File: config.mk
export PLATFORM = sky130hd
export DESIGN_NAME = irqc_top
export DESIGN_NICKNAME = d
export VERILOG_FILES = /design/src/rtl/irqc_pkg.sv /design/src/rtl/irqc_loc_regs.sv /design/src/rtl/irqc_line.sv /design/src/rtl/irqc_rd_mux.sv /design/src/rtl/irqc_top.sv
export SDC_FILE = /design/constraint.sdc
export NUM_CORES = 1
export LEC_CHECK = 0
export BUFFER_PORTS_ARGS = -buffer_cell sky130_fd_sc_hd__buf_2
export CAP_MARGIN = 40
export CORE_MARGIN = 2
export CORE_UTILIZATION = 50
export CTS_CLUSTER_DIAMETER = 100
export DETAILED_ROUTE_END_ITERATION = 7
export GPL_TIMING_DRIVEN = 0
export PLACE_DENSITY_LB_ADDON = 0.12
export SLEW_MARGIN = 20
export SYNTH_ARGS = -nofsm -noshare
export SYNTH_HDL_FRONTEND = slang
export SYNTH_SLANG_ARGS = --single-unit
File: constraint.sdc
create_clock -name clk -period 1.87 [get_ports clk]
set_input_delay 0.2805 -clock clk [delete_from_list [all_inputs] [get_ports clk]]
set_output_delay 0.2805 -clock clk [all_outputs]
set_load 0.01 [all_outputs]
File: src/rtl/irqc_pkg.sv
package irqc_pkg;
  localparam int SRC_N = 4;
  localparam int DW = 32;
  localparam int BE_N = DW / 8;

  localparam int SRC_LOC_CHG = 0;
  localparam int SRC_CMD_RDY = 1;
  localparam int SRC_DATA_AV = 2;
  localparam int SRC_STS_VLD = 3;

  localparam int GLB_EN_BIT = 31;
  localparam int POL_LSB = 4;
  localparam int POL_W = 2;

  localparam logic [DW-1:0] SRC_MASK = DW'((1 << SRC_N) - 1);
  localparam logic [DW-1:0] EN_KEEP  = (DW'(1) << GLB_EN_BIT)
                                     | (DW'((1 << POL_W) - 1) << POL_LSB)
                                     | SRC_MASK;
  // polarity code 01 = level low
  localparam logic [DW-1:0] EN_RESET = DW'(1) << POL_LSB;

  typedef enum logic [1:0] {
    SEL_ENABLE = 2'd0,
    SEL_STATUS = 2'd1,
    SEL_VECTOR = 2'd2,
    SEL_NONE   = 2'd3
  } reg_sel_e;

  function automatic logic [DW-1:0] lane_mask(input logic [BE_N-1:0] be);
    logic [DW-1:0] m;
    for (int i = 0; i < BE_N; i++) m[8*i +: 8] = {8{be[i]}};
    return m;
  endfunction
endpackage

File: src/rtl/irqc_loc_regs.sv
module irqc_loc_regs
  import irqc_pkg::*;
(
  input  logic             clk,
  input  logic             rst_n,
  input  logic             ev_here,
  input  logic [SRC_N-1:0] ev_src,
  input  logic             en_wr,
  input  logic             sts_wr,
  input  logic [DW-1:0]    wr_data,
  input  logic [DW-1:0]    wr_mask,
  output logic [DW-1:0]    en_q,
  output logic [SRC_N-1:0] sts_q,
  output logic [SRC_N-1:0] sts_nxt,
  output logic             hit,
  output logic             clr_any
);
  logic [SRC_N-1:0] hit_vec;
  logic [SRC_N-1:0] clr_vec;
  logic [DW-1:0]    en_nxt;

  always_comb begin
    hit_vec = '0;
    if (ev_here && en_q[GLB_EN_BIT]) hit_vec = ev_src & en_q[SRC_N-1:0];
  end

  always_comb begin
    clr_vec = '0;
    if (sts_wr) clr_vec = wr_data[SRC_N-1:0] & wr_mask[SRC_N-1:0];
  end

  // event wins over a clear of the same bit
  assign sts_nxt = (sts_q & ~clr_vec) | hit_vec;
  assign hit     = |hit_vec;
  assign clr_any = |clr_vec;

  always_comb begin
    en_nxt = en_q;
    if (en_wr) en_nxt = (en_q & ~wr_mask) | (wr_data & wr_mask & EN_KEEP);
  end

  always_ff @(posedge clk) begin
    if (!rst_n) begin
      en_q  <= EN_RESET;
      sts_q <= '0;
    end else begin
      en_q  <= en_nxt;
      sts_q <= sts_nxt;
    end
  end
endmodule

File: src/rtl/irqc_line.sv
module irqc_line (
  input  logic clk,
  input  logic rst_n,
  input  logic raise,
  input  logic drop,
  output logic line
);
  always_ff @(posedge clk) begin
    if (!rst_n)     line <= 1'b0;
    else if (raise) line <= 1'b1;
    else if (drop)  line <= 1'b0;
  end
endmodule

File: src/rtl/irqc_rd_mux.sv
module irqc_rd_mux
  import irqc_pkg::*;
#(
  parameter int NUM_LOC = 5,
  parameter int LW = 3,
  parameter logic [3:0] VEC_NUM = 4'd11
) (
  input  logic [LW-1:0]            rd_loc,
  input  logic [1:0]               rd_sel,
  input  logic [NUM_LOC*DW-1:0]    en_flat,
  input  logic [NUM_LOC*SRC_N-1:0] sts_flat,
  output logic [DW-1:0]            rd_data
);
  logic [DW-1:0] en_pick;
  logic [SRC_N-1:0] sts_pick;

  always_comb begin
    en_pick  = '0;
    sts_pick = '0;
    for (int l = 0; l < NUM_LOC; l++) begin
      if (rd_loc == LW'(l)) begin
        en_pick  = en_pick  | en_flat[l*DW +: DW];
        sts_pick = sts_pick | sts_flat[l*SRC_N +: SRC_N];
      end
    end
  end

  always_comb begin
    unique case (reg_sel_e'(rd_sel))
      SEL_ENABLE: rd_data = en_pick;
      SEL_STATUS: rd_data = DW'(sts_pick);
      SEL_VECTOR: rd_data = DW'(VEC_NUM);
      default:    rd_data = '0;
    endcase
  end
endmodule

File: src/rtl/irqc_top.sv
module irqc_top
  import irqc_pkg::*;
#(
  parameter int NUM_LOC = 5,
  parameter logic [3:0] VEC_NUM = 4'd11,
  localparam int LW = (NUM_LOC > 1) ? $clog2(NUM_LOC) : 1
) (
  input  logic             clk,
  input  logic             rst_n,
  input  logic             act_valid,
  input  logic [LW-1:0]    act_loc,
  input  logic [LW-1:0]    ev_loc,
  input  logic [SRC_N-1:0] ev_src,
  input  logic             wr_en,
  input  logic [LW-1:0]    wr_loc,
  input  logic [1:0]       wr_sel,
  input  logic [DW-1:0]    wr_data,
  input  logic [BE_N-1:0]  wr_be,
  input  logic [LW-1:0]    rd_loc,
  input  logic [1:0]       rd_sel,
  output logic [DW-1:0]    rd_data,
  output logic             irq_line
);
  localparam logic [LW:0] NUM_LOC_V = (LW+1)'(NUM_LOC);

  logic [DW-1:0]            wmask;
  logic                     act_ok;
  logic                     wr_ok;
  logic                     en_wr_ok;
  logic                     sts_wr_ok;
  logic [NUM_LOC*DW-1:0]    en_flat;
  logic [NUM_LOC*SRC_N-1:0] sts_flat;
  logic [NUM_LOC-1:0]       hit_l;
  logic [NUM_LOC-1:0]       drop_l;
  logic                     any_hit;

  assign wmask     = lane_mask(wr_be);
  assign act_ok    = act_valid && ({1'b0, act_loc} < NUM_LOC_V);
  assign wr_ok     = wr_en && act_ok && (wr_loc == act_loc);
  assign en_wr_ok  = wr_ok && (reg_sel_e'(wr_sel) == SEL_ENABLE);
  assign sts_wr_ok = wr_ok && (reg_sel_e'(wr_sel) == SEL_STATUS);

  for (genvar l = 0; l < NUM_LOC; l++) begin : g_loc
    logic [SRC_N-1:0] sts_nxt;
    logic             clr_any;
    logic             mine;

    assign mine = (wr_loc == LW'(l));

    irqc_loc_regs u_regs (
      .clk     (clk),
      .rst_n   (rst_n),
      .ev_here (ev_loc == LW'(l)),
      .ev_src  (ev_src),
      .en_wr   (en_wr_ok && mine),
      .sts_wr  (sts_wr_ok && mine),
      .wr_data (wr_data),
      .wr_mask (wmask),
      .en_q    (en_flat[l*DW +: DW]),
      .sts_q   (sts_flat[l*SRC_N +: SRC_N]),
      .sts_nxt (sts_nxt),
      .hit     (hit_l[l]),
      .clr_any (clr_any)
    );

    assign drop_l[l] = sts_wr_ok && mine && clr_any && (sts_nxt == '0);
  end

  assign any_hit = |hit_l;

  irqc_line u_line (
    .clk   (clk),
    .rst_n (rst_n),
    .raise (any_hit),
    .drop  (|drop_l),
    .line  (irq_line)
  );

  irqc_rd_mux #(
    .NUM_LOC (NUM_LOC),
    .LW      (LW),
    .VEC_NUM (VEC_NUM)
  ) u_rd (
    .rd_loc   (rd_loc),
    .rd_sel   (rd_sel),
    .en_flat  (en_flat),
    .sts_flat (sts_flat),
    .rd_data  (rd_data)
  );
endmodule

==> impl_metrics.json <==
{
  "synth_top_area_cell": "dfxtp_1",
  "dominantRegCellSynth": "dfxtp_1",
  "synth_edf_count": 0,
  "numCtsBuffers": 17,
  "yosysUniqueCellTypes": 48,
  "clock_sinks": 181,
  "relSlewSlack": 0.443,
  "grtUsageTotal": 0.316,
  "antenna_found_initial": 0,
  "yosysSeqAreaShare": 0.490,
  "area_delta_synth_final_pct": 25.5,
  "final-setup-viol-count": 27,
  "maxCapViolations": 0,
  "initial_utilization": 0.511,
  "critPathCaptureType": "output pin",
  "syn-cell-area_um2": 7390,
  "vias_per_cell": 6.36,
  "firstDrtPassIters": 8,
  "skew_ns": 0.00714,
  "finalHoldViolations": 0,
  "clockBufferDepth": 2,
  "wl_per_cell_um": 22.8,
  "fmax_mhz": 481,
  "status": "complete, but fails checks",
  "gr-total-overflow": 0,
  "clk_pin_slew_worst_paths_ns": 0.07,
  "fillers": 1178,
  "fin_crit_ns": 2.08,
  "cp_data_required_time_ns": 1.59,
  "post-synth-top-count-cell": "dfxtp_1",
  "start_kind": "register",
  "critPathArrivalTime_ns": 1.80,
  "clock_latency_ns": 0.44,
  "leakage_nw": 3.67,
  "drtAntennaViolNets": 0,
  "hpwl_um": 16600,
  "period_share": 1.11,
  "grt_pass1_vias": 6809,
  "drt-initial-drc-count": 951,
  "place_inst": 1043,
  "synthTopCellsByCount": "dfxtp_1, and2_1, o21ai_0",
  "drive_above_1_share": 0.213,
  "setup_ws_ns": -0.210,
  "ys_top_cells_by_area": "dfxtp_1, and2_1, o21ai_0, mux2i_1, nand3_1",
  "hold_buffers": 0,
  "async_flop_share": 0,
  "power_density_nw_per_um2": 841,
  "drc": 0,
  "grt_max_degree": 17,
  "grt_pass1_wl_um": 38300,
  "dieHeight_um": 126,
  "slowest_stage": "mux4_2",
  "synth_top_area_frac": 0.490,
  "antenna_cells": 0,
  "synth_cells": 802,
  "wirelength_um": 25400,
  "violations": "setup timing",
  "ir_drop_v": 0.000652,
  "crit_fanout": 4,
  "die_w_um": 126,
  "h-tree-depth": 4,
  "num_io_pins": 93,
  "crit_chain": "mux4_2 > a221oi_2 > nor2_1 > buf_2",
  "num-nets-final": 975,
  "core-area_um2": 14500,
  "num_rows": 44,
  "tightestPinTransition_ns": 0.824,
  "portBuffers": 57,
  "slowest_delay_ns": 0.49,
  "crit_type": "reg2out",
  "num_vias": 7068,
  "cts_tree": "done",
  "synthesis.nets": 862,
  "ys_warn_count": 0,
  "instances_no_fill": 1112,
  "gp_congestion": 1.00,
  "hold_class": "in2reg",
  "cts_root_buf": "clkbuf_16",
  "p_total_mw": 7.80,
  "ys_seq_elements": 181,
  "die_area_um2": 15800,
  "final_max_slew_viol_count": 0,
  "rsz0062_at_grt": "yes",
  "syn_area_per_cell_um2": 9.22
}
## layout by cell type (no fill, tap or decap), drive strengths merged, types with 2 or more instances in the layout
cell type and instances:
clkinv 8, nor2b 2, nand4 13, nand3 66
nor3 2, and4 3, dfxtp 181, nor2 37
clkinvlp 2, and4bb 3, a22oi 10, clkbuf 56
a22o 7, and3b 2, mux2i 33, a222oi 32
nand2 60, o21a 3, a21oi 60, and2 95
inv 6, nand4b 2, o21ai 67, mux4 6
nor4b 3, and3 33, buf 113, a221oi 3
xnor2 2, nor3b 3, a211oi 2
## cell type report
class                   count  area (µm²)  share of cell area
plain buffers              56         437              0.0471
well taps                 184         230              0.0248
inverters                   4        15.0             0.00162
repair buffers             94         788              0.0850
clock inverters            12        97.6              0.0105
flip-flops and latches    181        3650               0.394
multi-input cells         561        3610               0.389
clock buffers              20         447              0.0482
## power breakdown
part           total (mW)  internal (mW)  switching [mW]
Clock                3.34           1.76            1.58
Sequential           3.85           3.85        0.000237
Combinational       0.618          0.232           0.386
## final timing paths
check | startpoint | to | slack (ns) | cells after the start
worst max-delay path | register | rd_data[1] | -0.21 | 4
worst min-delay path | wr_data[5] | register | 0.15 | 3
worst max register to register | register | u_line.line$_SDFFE_PN0P_ | 0.24 | 5
worst min register to register | register | register | 0.46 | 2
## logic make-up after synthesis
kind of cell              after synthesis  synth area share
and+or+nand+nor                       329             0.243
AOI/OAI and AO/OA                     191             0.167
DFF                                   181             0.490
buffers and inverters                  60            0.0345
muxes                                  39            0.0630
xor gates and xnor gates                2           0.00237
## what timing repair did
item,in CTS,in global routing
pin swaps,30,26
cloned,4,1
setup endpoints to repair,32,32
setup buffers,22,9
resized for setup,100,41
## through the flow
step           utilization  setup TNS, ns  worst slack [ns]  area [µm²]  hold WS (ns)
2_1_floorplan            -              0            0.0959        7390         0.424
3_3_place_gp         0.546         -41.03            -0.648        7910         0.441
3_5_place_dp         0.546         -52.90            -0.625        7910         0.443
4_1_cts              0.626          -1.01            -0.210        9070         0.137
5_1_grt              0.641          -3.27            -0.266        9280         0.156
6_report             0.641          -1.64            -0.210        9280         0.148
## metal layers
| layer | share of wire | routed length, µm | global-route usage |
|---|---|---|---|
| met3 | 0.085 | 2170 | 0.0595 |
| met4 | 0.034 | 875 | 0.139 |
| met5 | 0 | 0 | 0 |
| met1 | 0.41 | 10400 | 0.418 |
| met2 | 0.47 | 11900 | 0.507 |
## critical path: cells and delay by family, from the launching register on
family | cells | cell delay [ns]
multiplexers | 1 | 0.49
flip-flops | 1 | 0.37
AO/OA/AOI/OAI | 1 | 0.29
buffers and inverters | 1 | 0.15
AND/OR/NAND/NOR | 1 | 0.07
(Power assumes the default switching activity.)
